==> config.mk <==
export PLATFORM = sky130hd
export DESIGN_NAME = uart_irq_unit
export DESIGN_NICKNAME = d
export VERILOG_FILES = /design/src/rtl/uirq_pkg.sv /design/src/rtl/uirq_cond.sv /design/src/rtl/uirq_edge.sv /design/src/rtl/uirq_status.sv /design/src/rtl/uart_irq_unit.sv
export SDC_FILE = /design/constraint.sdc
export NUM_CORES = 1
export LEC_CHECK = 0
export BUFFER_PORTS_ARGS = -buffer_cell sky130_fd_sc_hd__buf_4
export CAP_MARGIN = 15
export CORE_MARGIN = 2
export CORE_UTILIZATION = 38
export CTS_BUF_LIST = sky130_fd_sc_hd__clkbuf_16
export DETAILED_ROUTE_END_ITERATION = 7
export HOLD_SLACK_MARGIN = 0.06
export PLACE_DENSITY_LB_ADDON = 0.2
export SETUP_SLACK_MARGIN = 0.1
export SLEW_MARGIN = 20
export SYNTH_ARGS = -nofsm -noshare
export SYNTH_HDL_FRONTEND = slang
export SYNTH_SLANG_ARGS = --single-unit
export TNS_END_PERCENT = 1
==> constraint.sdc <==
create_clock -name clk -period 1.8 [get_ports clk]
set_clock_uncertainty 0.05 [all_clocks]
set_input_delay 0.18 -clock clk [delete_from_list [all_inputs] [get_ports clk]]
set_output_delay 0.18 -clock clk [all_outputs]
set_load 0.005 [all_outputs]
==> src/rtl/uirq_pkg.sv <==
package uirq_pkg;

    localparam int NSRC    = 3;
    localparam int SRC_RX  = 0;
    localparam int SRC_TX  = 1;
    localparam int SRC_CTS = 2;

    typedef enum logic [1:0] {
        ADDR_RAW  = 2'd0,
        ADDR_GATE = 2'd1,
        ADDR_MASK = 2'd2,
        ADDR_ACK  = 2'd3
    } reg_addr_e;

    typedef logic [NSRC-1:0] src_vec_t;

    // fraction of the queue depth chosen by a 3-bit code
    function automatic int unsigned trig_level(logic [2:0] code, int unsigned depth);
        case (code)
            3'd0:    return depth / 8;
            3'd1:    return depth / 4;
            3'd3:    return (3 * depth) / 4;
            3'd4:    return (7 * depth) / 8;
            default: return depth / 2;
        endcase
    endfunction

endpackage

==> src/rtl/uirq_cond.sv <==
module uirq_cond #(
    parameter int DEPTH = 32,
    parameter int CNT_W = $clog2(DEPTH + 1)
) (
    input  logic             fifo_en,
    input  logic [CNT_W-1:0] rx_count,
    input  logic [CNT_W-1:0] tx_count,
    input  logic [2:0]       rx_lvl_sel,
    input  logic [2:0]       tx_lvl_sel,
    output logic             rx_hit,
    output logic             tx_hit
);
    import uirq_pkg::*;

    logic [CNT_W-1:0] rx_lvl;
    logic [CNT_W-1:0] tx_lvl;

    always_comb begin
        rx_lvl = CNT_W'(trig_level(rx_lvl_sel, DEPTH));
        tx_lvl = CNT_W'(trig_level(tx_lvl_sel, DEPTH));
        if (fifo_en) begin
            rx_hit = (rx_count >= rx_lvl);
            tx_hit = (tx_count <= tx_lvl);
        end else begin
            rx_hit = (rx_count != '0);
            tx_hit = (tx_count == '0);
        end
    end

endmodule

==> src/rtl/uirq_edge.sv <==
module uirq_edge (
    input  logic clk,
    input  logic rst,
    input  logic sig_in,
    output logic toggled
);
    logic sig_q;

    always_ff @(posedge clk) begin
        // reset loads the current level so no edge is seen on release
        sig_q <= sig_in;
    end

    assign toggled = !rst && (sig_q != sig_in);

endmodule

==> src/rtl/uirq_status.sv <==
module uirq_status #(
    parameter int NSRC = 3
) (
    input  logic            clk,
    input  logic            rst,
    input  logic [NSRC-1:0] set_vec,
    input  logic [NSRC-1:0] ack_vec,
    input  logic            mask_we,
    input  logic [NSRC-1:0] mask_din,
    output logic [NSRC-1:0] raw_q,
    output logic [NSRC-1:0] mask_q,
    output logic            irq_q
);
    logic [NSRC-1:0] raw_d;
    logic [NSRC-1:0] mask_d;

    for (genvar i = 0; i < NSRC; i++) begin : g_src
        // a new condition wins over an acknowledge in the same cycle
        assign raw_d[i] = set_vec[i] | (raw_q[i] & ~ack_vec[i]);

        always_ff @(posedge clk) begin
            if (rst) raw_q[i] <= 1'b0;
            else     raw_q[i] <= raw_d[i];
        end
    end

    assign mask_d = mask_we ? mask_din : mask_q;

    always_ff @(posedge clk) begin
        if (rst) begin
            mask_q <= '0;
            irq_q  <= 1'b0;
        end else begin
            mask_q <= mask_d;
            irq_q  <= |(raw_d & mask_d);
        end
    end

endmodule

==> src/rtl/uart_irq_unit.sv <==
module uart_irq_unit #(
    parameter int DEPTH = 32,
    parameter int CNT_W = $clog2(DEPTH + 1)
) (
    input  logic                      clk,
    input  logic                      rst,
    input  logic                      fifo_en,
    input  logic [CNT_W-1:0]          rx_count,
    input  logic [CNT_W-1:0]          tx_count,
    input  logic [2:0]                rx_lvl_sel,
    input  logic [2:0]                tx_lvl_sel,
    input  logic                      cts_in,
    input  logic [1:0]                reg_sel,
    input  logic                      wr_en,
    input  logic [uirq_pkg::NSRC-1:0] wr_data,
    output logic [uirq_pkg::NSRC-1:0] rd_data,
    output logic                      irq_o
);
    import uirq_pkg::*;

    logic      rx_hit, tx_hit, cts_tog;
    src_vec_t  set_vec, ack_vec, raw_q, mask_q;
    logic      mask_we;
    reg_addr_e addr;

    uirq_cond #(.DEPTH(DEPTH), .CNT_W(CNT_W)) u_cond (
        .fifo_en    (fifo_en),
        .rx_count   (rx_count),
        .tx_count   (tx_count),
        .rx_lvl_sel (rx_lvl_sel),
        .tx_lvl_sel (tx_lvl_sel),
        .rx_hit     (rx_hit),
        .tx_hit     (tx_hit)
    );

    uirq_edge u_cts (
        .clk     (clk),
        .rst     (rst),
        .sig_in  (cts_in),
        .toggled (cts_tog)
    );

    always_comb begin
        addr             = reg_addr_e'(reg_sel);
        set_vec          = '0;
        set_vec[SRC_RX]  = rx_hit;
        set_vec[SRC_TX]  = tx_hit;
        set_vec[SRC_CTS] = cts_tog;
        ack_vec          = (wr_en && addr == ADDR_ACK) ? wr_data : '0;
        mask_we          = wr_en && (addr == ADDR_MASK);
    end

    uirq_status #(.NSRC(NSRC)) u_stat (
        .clk      (clk),
        .rst      (rst),
        .set_vec  (set_vec),
        .ack_vec  (ack_vec),
        .mask_we  (mask_we),
        .mask_din (wr_data),
        .raw_q    (raw_q),
        .mask_q   (mask_q),
        .irq_q    (irq_o)
    );

    always_comb begin
        case (addr)
            ADDR_RAW:  rd_data = raw_q;
            ADDR_GATE: rd_data = raw_q & mask_q;
            ADDR_MASK: rd_data = mask_q;
            default:   rd_data = '0;
        endcase
    end

endmodule

Word level (Yosys, flattened, before mapping)
Cells that the tools add are included.

Add/subtract/negate cells: 0. Multiply operators: 0. Div/mod/pow operators: 0. Magnitude comparators: 2. Eq/ne operators: 10. Shifts and indexed selects: 0. Multiplexer cells: 7. Bitwise logic cells: 11. Reductions and logical operators: 10.

Operator list (count): $pmux 5 s4 (2); $pmux 3 s3 (1); $and 3x3->3 (2); $eq 3x1->1 const B (2); $eq 3x2->1 const B (2); $eq 3x3->1 const B (2); $ge 6x5->1 (1); $le 6x5->1 (1); $logic_not 3->1 (2); $logic_not 6->1 (1); $mux 3 (2); $reduce_bool 6->1 (1); $eq 2x2->1 const B (2); $and 1x1->1 (3); $logic_and 1x1->1 (3); $not 1->1 (3); $or 1x1->1 (3); $reduce_or 3->1 (1); $eq 2x1->1 const B (1); $logic_not 2->1 (1); $mux 1 (2); $logic_not 1->1 (1); $ne 1x1->1 (1).

Flip-flop bits (word level): 8. Bits in latches: 0. Bits in writable memories: 0. ROM bits: 0. Input bits: 28. Output and inout port bits: 4. Word-level logic and storage cells: 46. Memories: 0.

Logic depth before layout (Yosys ltp)
Gate-level depths: netlist (run 1).

Word-level depth: 8. Gate-level depth with buffers: 7. Mapped depth without buffers: 7.

By module
A second synthesis (run 1) with hierarchy kept.

Cell total of the unflattened synthesis: 71. Area, all modules: 609.3 um^2.

By module, submodules not included: uirq_status (times used 1, cells an instance 24, area each 246.5 um^2); uirq_cond (times used 1, cells an instance 28, area each 221.5 um^2); uart_irq_unit (times used 1, cells an instance 16, area each 108.9 um^2); uirq_edge (times used 1, cells an instance 3, area each 32.5 um^2).

Worst setup path after synthesis (run 1)
OpenSTA, ideal clock, no wires.

Path type: input to register. From: in rx_lvl_sel[1]. To: reg u_stat.irq_q. Arrival: 1.537 ns. Setup slack: 0.083 ns. Stages: 7. Path through: nor2_1 -> mux2i_1 -> ha_1 -> nor2b_1 -> a311o_1 -> a311oi_2 -> o221ai_2.

Longest elaborated chain between the ends: 7. Elaborated cells between the ends (all ways): 10.

RTL lines: start: declaration (RTL line uart_irq_unit.sv:10) `input logic [2:0] rx_lvl_sel,`; $eq 3x3->1, or another cell as far along (RTL line uirq_pkg.sv:19) `case (code)`; $pmux 5 s4 * (RTL line uirq_pkg.sv:19); $ge 6x5->1 * (RTL line uirq_cond.sv:22) `rx_hit = (rx_count >= rx_lvl);`; $mux 1 * (RTL line uirq_cond.sv:21) `if (fifo_en) begin`; $or 1x1->1 * (RTL line uirq_status.sv:19) `assign raw_d[i] = set_vec[i] | (raw_q[i] & ~ack_vec[i]);`; $and 3x3->3 * (RTL line uirq_status.sv:35) `irq_q <= |(raw_d & mask_d);`; $reduce_or 3->1 * (RTL line uirq_status.sv:35); end signal: assignment (RTL line uirq_status.sv:35); end: declaration (RTL line uirq_status.sv:12) `output logic irq_q`.

Mark *: on every way between the ends. The rest lies on a longest branch, timed or not. A chain may end at the register's enable or synchronous reset.

Worst setup path after layout (run 1)
Ends and elaborated chain as after synthesis.

==> metrics.md, run 1 <==
| Metric | Value |
|---|---|
| Mapped cell area | 596.8 um2 |
| Horiz. Die Dim | approximately 44 um |
| Final hold violations | 0 |
| CP arrival | 1680 ps |
| Final setup vio count | 0 |
| Status | finished clean |
| Register bit total from synthesis | 8 |
| Ys async rst share | 0% |
| Initial antenna violation count | 0 |
| First-pass GRT wire length | 2373 um |
| Chip Height | 43.63 um |
| Power per cell area | ~740 mW/mm2 |
| Maximum buffer depth of the clock tree | 2 |
| Critical path class | input port to register |
| CTS Root Cell | clkbuf_16 |
| Layout fillers | 120 |
| Largest family of logic cells by synthesized area | compound AO/OA/AOI/OAI gates |
| Vias in the first global route | 602 |
| IO Port Bufs | 31 |
| Worst Tran Pin Value | 289.9 ps |
| Relative slew slack | 80.67% |
| Layout cells sized above 1 | 44.12% |
| DRC | 0 |
| ANT cells | 0 |
| Routability cong. | between 0.7 and 0.8 |
| Setup_tns | 0 ps |
| Largest net degree at the start of global routing | 9 |
| Multiplexer share of the synthesized area | 8.595% |
| GRT Overall Usage | 16.34% |
| Die area | roughly 0.0019 mm2 |
| Cell count after synthesis | 66 |
| Worst VDD drop | about 760 uV |
| Vias/cell | 5.195 |
| Dpl hpwl | 1153 um |
| Adder-Cell Fraction of Synth Area | 12.58% |
| Number of flops mapped to enable cells by yosys | 0 |
| Vias | 613 |
| Wirelength per Cell | 11.53 um |
| Fin cells | 118 |
| Clock-pin slew on the worst setup and hold paths | 40 ps |
| Leak | 0.4507 nW |
| Startpoint Class | input port |
| Seq/Total Area, Yosys | 26.83% |
| Rows | 14 |
| Max-cap violation count | 0 |
| Yosys cell types | 25 |
| Worst path required time | 1850 ps |
| DP Cell Count | 114 |
| Num ports | 32 |
| CTS tree | yes |
| Setup crit end kind | register |
| Depth of the CTS H-tree | 1 |
| Pre-antenna DRT Iters | 4 |
| Post-route ant nets | 0 |
| Syn-to-layout area delta | 58.28% |
| Tcrit/Tclk final | 90.32% |
| Fmax | about 620 MHz |
| Drt first-iter violations | 3 |
| Clk Latency, worst-skew pair | 230 ps |
| Primary FF master, synth | dfxtp_1 |
| Most frequent cells in the layout | 32 x buf_4, 8 x dfxtp_1, 7 x o21ai_0, 7 x nor2_1, 6 x ha_1 |
| R2r setup slk | 580 ps |
| HP Class | input port to register |
| RSZ-0062 raised after global routing | false |
| Max-slew violations | 0 |
| Synth Area in XOR/XNOR | 1.468% |
| Worst-path fanout max | 2 |
| CTS Buf Count | 3 |
| Post-Synth Simple-Gate Area | 22.64% |
| Initial core utilization | 40.08% |
| Nets | 138 |
| Routed WL | 1360 um |
| Yosys warning total | 0 |
| Syn Nets | 100 |
| Core area | about 0.0015 mm2 |
| CTS sink cnt | 8 |
| GRT overflow | 0 |
| Leading cell type in the layout, fill and taps excluded | buf_4 |
| Fin crit period | 1626 ps |
| Avg Synthesized Cell Area | between 9 and 10 um2 |
| Compound-Gate Fraction of Synth Area | 24.74% |
==> cell families after synthesis <==
kind of cell	after synthesis
simple gates	25
compound gates	16
flops	8
fa+ha+maj	6
buf+inv	5
mux	5
xor+xnor	1
==> path summary, 6_finish.rpt <==
path                                 startpoint               to  cells past startpoint
worst max-delay path              rx_lvl_sel[1]     u_stat.irq_q                      8
worst min-delay path                        rst  u_stat.raw_q[2]                      2
worst max register to register  u_stat.raw_q[0]     u_stat.irq_q                      3
worst min register to register  u_stat.raw_q[2]  u_stat.raw_q[2]                      2
==> final cells by class <==
cell class,count,area (um2),area share [%]
Multi-Input combinational cell,53,420.4,44.50
Timing Repair Buffer,33,250.2,26.49
Sequential cell,8,160.2,16.95
Clock buffer,3,75.07,7.947
Tap cell,16,20.02,2.119
Inverter,5,18.77,1.987
==> worst max-delay path, stage by stage <==
cell      delay, ps
buf_4           110
nor2_2          130
mux2i_1          90
ha_1            290
nor2b_1         130
a311o_1         320
a311oi_2        280
o221ai_2        150
==> flip-flops by register name (all words and copies together) (netlist names) <==
name / flops
u_stat.irq_q: 1
u_cts.sig_q: 1
u_stat.mask_q: 3
u_stat.raw_q: 3
==> per-stage QoR <==
| step | power [W] | instance area, um2 | setup WS (ps) | hold slack [ps] | util (%) |
|---|---|---|---|---|---|
| final | 0.0007035 | 944.7 | 174.2 | 113.1 | 63.45 |
| after global routing | 0.0007420 | 944.7 | 105.2 | 121.9 | 63.45 |
| after CTS | 0.0007123 | 942.2 | 103.8 | 106.8 | 63.28 |
| after detailed placement | 0.0003401 | 857.1 | -124.0 | 252.0 | 57.56 |
| after global placement | 0.0003377 | 857.1 | -58.31 | 250.7 | 57.56 |
| after floorplan | 0.0002601 | 596.8 | 108.8 | 157.7 | - |
==> where the power goes <==
| group | internal [W] | switching [W] | leakage [nW] |
|---|---|---|---|
| logic | 0.0000842 | 0.0000595 | 0.348 |
| registers | 0.000189 | 0.00000664 | 0.0660 |
| clock network | 0.000286 | 0.0000783 | 0.0370 |
==> metal layers <==
| layer | global-route usage [%] | vias to the layer above | wire [um] |
|---|---|---|---|
| li1 | - | 320 | - |
| met1 | 20.82 | 274 | 632 |
| met2 | 27.65 | 19 | 656 |
| met3 | 0.4167 | 0 | 71 |
| met4 | 9.091 | 0 | 0 |
| met5 | 0 | - | 0 |
==> synth_stat cells (all sizes together), types with 2 or more instances <==
library cell / instances / area (um2)
o21ai: 7 / 35.03
inv: 5 / 18.77
nand2: 4 / 15.01
ha: 6 / 75.07
nor2b: 3 / 18.77
nand4: 4 / 25.02
nor2: 8 / 30.03
dfxtp: 8 / 160.2
a21oi: 2 / 10.01
mux2i: 4 / 40.04
==> repair_timing <==
action	4_1_cts	5_1_grt
resized for setup	0	1
endpoints found under the setup margin	0	1
endpoints found under the hold margin	1	0
hold buffers	1	0
setup buffers	0	0
No activity file was read; power rests on OpenSTA's default activity.
==> inputs of run 2 (changes only) <==
--- a/config.mk
+++ b/config.mk
@@ -12,7 +12,7 @@
 export CTS_BUF_LIST = sky130_fd_sc_hd__clkbuf_16
 export DETAILED_ROUTE_END_ITERATION = 7
 export HOLD_SLACK_MARGIN = 0.06
-export PLACE_DENSITY_LB_ADDON = 0.2
+export PLACE_DENSITY = 0.69
 export SETUP_SLACK_MARGIN = 0.1
 export SLEW_MARGIN = 20
 export SYNTH_ARGS = -nofsm -noshare
==> run 2 against run 1 <==
- fmax rose by 1.6%
- core utilization did not move
- worst hold slack lost 4.3 ps
- critical endpoint unchanged
==> metrics.md, run 2 (same netlist as run 1, synthesis figures left out) <==
| Metric | Value |
|---|---|
| DRC | 0 (unchanged) |
| CP arrival | 1650 ps (-30 ps) |
| Largest net degree at the start of global routing | 9 (unchanged) |
| Initial core utilization | 40.08% (unchanged) |
| Drt first-iter violations | 9 (+6) |
| Vias/cell | 5.331 (+2.6%) |
| Layout cells sized above 1 | 44.12% (unchanged) |
| Num ports | 32 (unchanged) |
| Tcrit/Tclk final | 88.90% (-1.4 points) |
| Vias | 629 (+2.6%) |
| First-pass GRT wire length | 2442 um (+2.9%) |
| Power per cell area | 753.1 mW/mm2 (+1.1%) |
| Hold_ws | 108.7 ps (-4.323 ps) |
| Initial antenna violation count | 0 (unchanged) |
| Depth of the CTS H-tree | 1 (unchanged) |
| Leading cell type in the layout, fill and taps excluded | buf_4 |
| Syn-to-layout area delta | 58.28% (unchanged) |
| Clk Latency, worst-skew pair | 230 ps (about the same) |
| Relative slew slack | 79.09% (-1.6 points) |
| Nets | 138 (unchanged) |
| Vias in the first global route | 611 (+1.5%) |
| Most frequent cells in the layout | 32 x buf_4, 8 x dfxtp_1, 7 x o21ai_0, 7 x nor2_1, 6 x ha_1 |
| Worst Tran Pin Value | 313.7 ps (+23.79 ps) |
| CTS tree | yes |
| Crit path cell chain | buf_4 -> nor2_2 -> mux2i_1 -> ha_1 -> nor2b_1 -> a311o_1 -> a311oi_2 -> o221ai_2 |
| CTS Root Cell | clkbuf_16 |
| Final hold violations | 0 (unchanged) |
| Clock-pin slew on the worst setup and hold paths | 40 ps (about the same) |
| ANT cells | 0 (unchanged) |
| Fin cells | 118 (unchanged) |
| Leak | 0.4508 nW (about the same) |
| GRT overflow | 0 (unchanged) |
| RSZ-0062 raised after global routing | false |
| Chip Height | 43.63 um (unchanged) |
| Cell area after placement | 857.1 um2 (unchanged) |
| Worst path required time | 1850 ps (about the same) |
| Core area | 0.001489 mm2 (unchanged) |
| Fmax | 624.9 MHz (+1.6%) |
| Routed WL | 1463 um (+7.6%) |
| Routability cong. | 0.7296 (-5.0%) |
| Pre-antenna DRT Iters | 4 (unchanged) |
| Maximum buffer depth of the clock tree | 2 (unchanged) |
| Slowest stage cell, crit path | a311o_1 |
| Critical path class | input port to register |
| Max-cap violation count | 0 (unchanged) |
| Final setup vio count | 0 (unchanged) |
| Fin crit period | 1600 ps (-25.57 ps) |
| Wirelength per Cell | 12.40 um (+7.6%) |
| Die area | 0.001904 mm2 (unchanged) |
| CTS sink cnt | 8 (unchanged) |
| Startpoint Class | input port |
| Top flop regs | u_stat.mask_q: 3 flops, u_stat.raw_q: 3 flops |
| CP peak stage delay | 320 ps (about the same) |
| Worst-path fanout max | 2 (unchanged) |
| Max-slew violations | 0 (unchanged) |
| Setup crit end kind | register |
| CTS Buf Count | 3 (unchanged) |
| IO Port Bufs | 31 (unchanged) |
| HP Class | input port to register |
| GRT Overall Usage | 17.42% (+1.1 points) |
| Worst VDD drop | 690.4 uV (-8.7%) |
| Fin util | 63.45% (unchanged) |
| # Post-CTS Setup Buffers | 0 (unchanged) |
| Horiz. Die Dim | 43.63 um (unchanged) |
| Dpl hpwl | 1184 um (+2.7%) |
| Rows | 14 (unchanged) |
| Post-route ant nets | 0 (unchanged) |
| Post-route cell area | 944.7 um2 (unchanged) |
| DP Cell Count | 114 (unchanged) |
| Status | finished clean |
run 2: cell counts in the layout (fill, tap and decap cells not counted):
Identical to the previous run, type by type.
run 2: metal layers:
metal | vias up | global-route usage (%) | routed length [um]
li1 | 321 | - | -
met1 | 288 | 22.51 | 658
met2 | 17 | 27.94 | 704
met3 | 3 | 3.750 | 76
met4 | 0 | 7.273 | 24
met5 | - | 0 | 0
run 2: per-stage QoR:
| step | setup TNS, ps | power [W] | setup WS [ps] |
|---|---|---|---|
| after detailed placement | -118.5 | 0.0003406 | -99.69 |
| final | 0 | 0.0007115 | 199.8 |
| after global routing | 0 | 0.0007518 | 107.4 |
| after global placement | -54.00 | 0.0003384 | -54.00 |
| after floorplan | 0 | 0.0002601 | 108.8 |
| after CTS | 0 | 0.0007209 | 107.2 |
run 2: worst max-delay path, delay by kind of cell:
kind                     cells  cell delay [ps]
AO/OA/AOI/OAI                3              750
multiplexers                 1               80
buffers and inverters        1              120
adder cells (fa/ha/maj)      1              280
AND/OR/NAND/NOR              2              240
run 2: final timing paths:
kind | slack, ps | to | from | depth (start not counted)
worst min register to register | 450 | u_stat.raw_q[2] | u_stat.raw_q[2] | 2
worst max register to register | 580 | u_stat.irq_q | u_stat.raw_q[0] | 3
worst max-delay path | 200 | u_stat.irq_q | rx_lvl_sel[1] | 8
worst min-delay path | 110 | u_stat.raw_q[2] | rst | 2
run 2: cell type report:
class | instances | area [um2]
multi-input combinational | 53 | 420.4
tap | 16 | 20.02
clock buffer | 3 | 75.07
fill | 125 | 544.3
inverter | 5 | 18.77
sequential | 8 | 160.2
timing repair buffer | 33 | 250.2
run 2: power breakdown:
part,switching [W],internal (W)
registers,0.00000697,0.000189
clock network,0.0000843,0.000286
logic,0.0000604,0.0000843
run 2: timing repair:
action | in CTS | in global routing
endpoints found under the setup margin | 0 | 2
hold buffers | 1 | 0
gates resized for setup | 0 | 1
endpoints found under the hold margin | 1 | 0
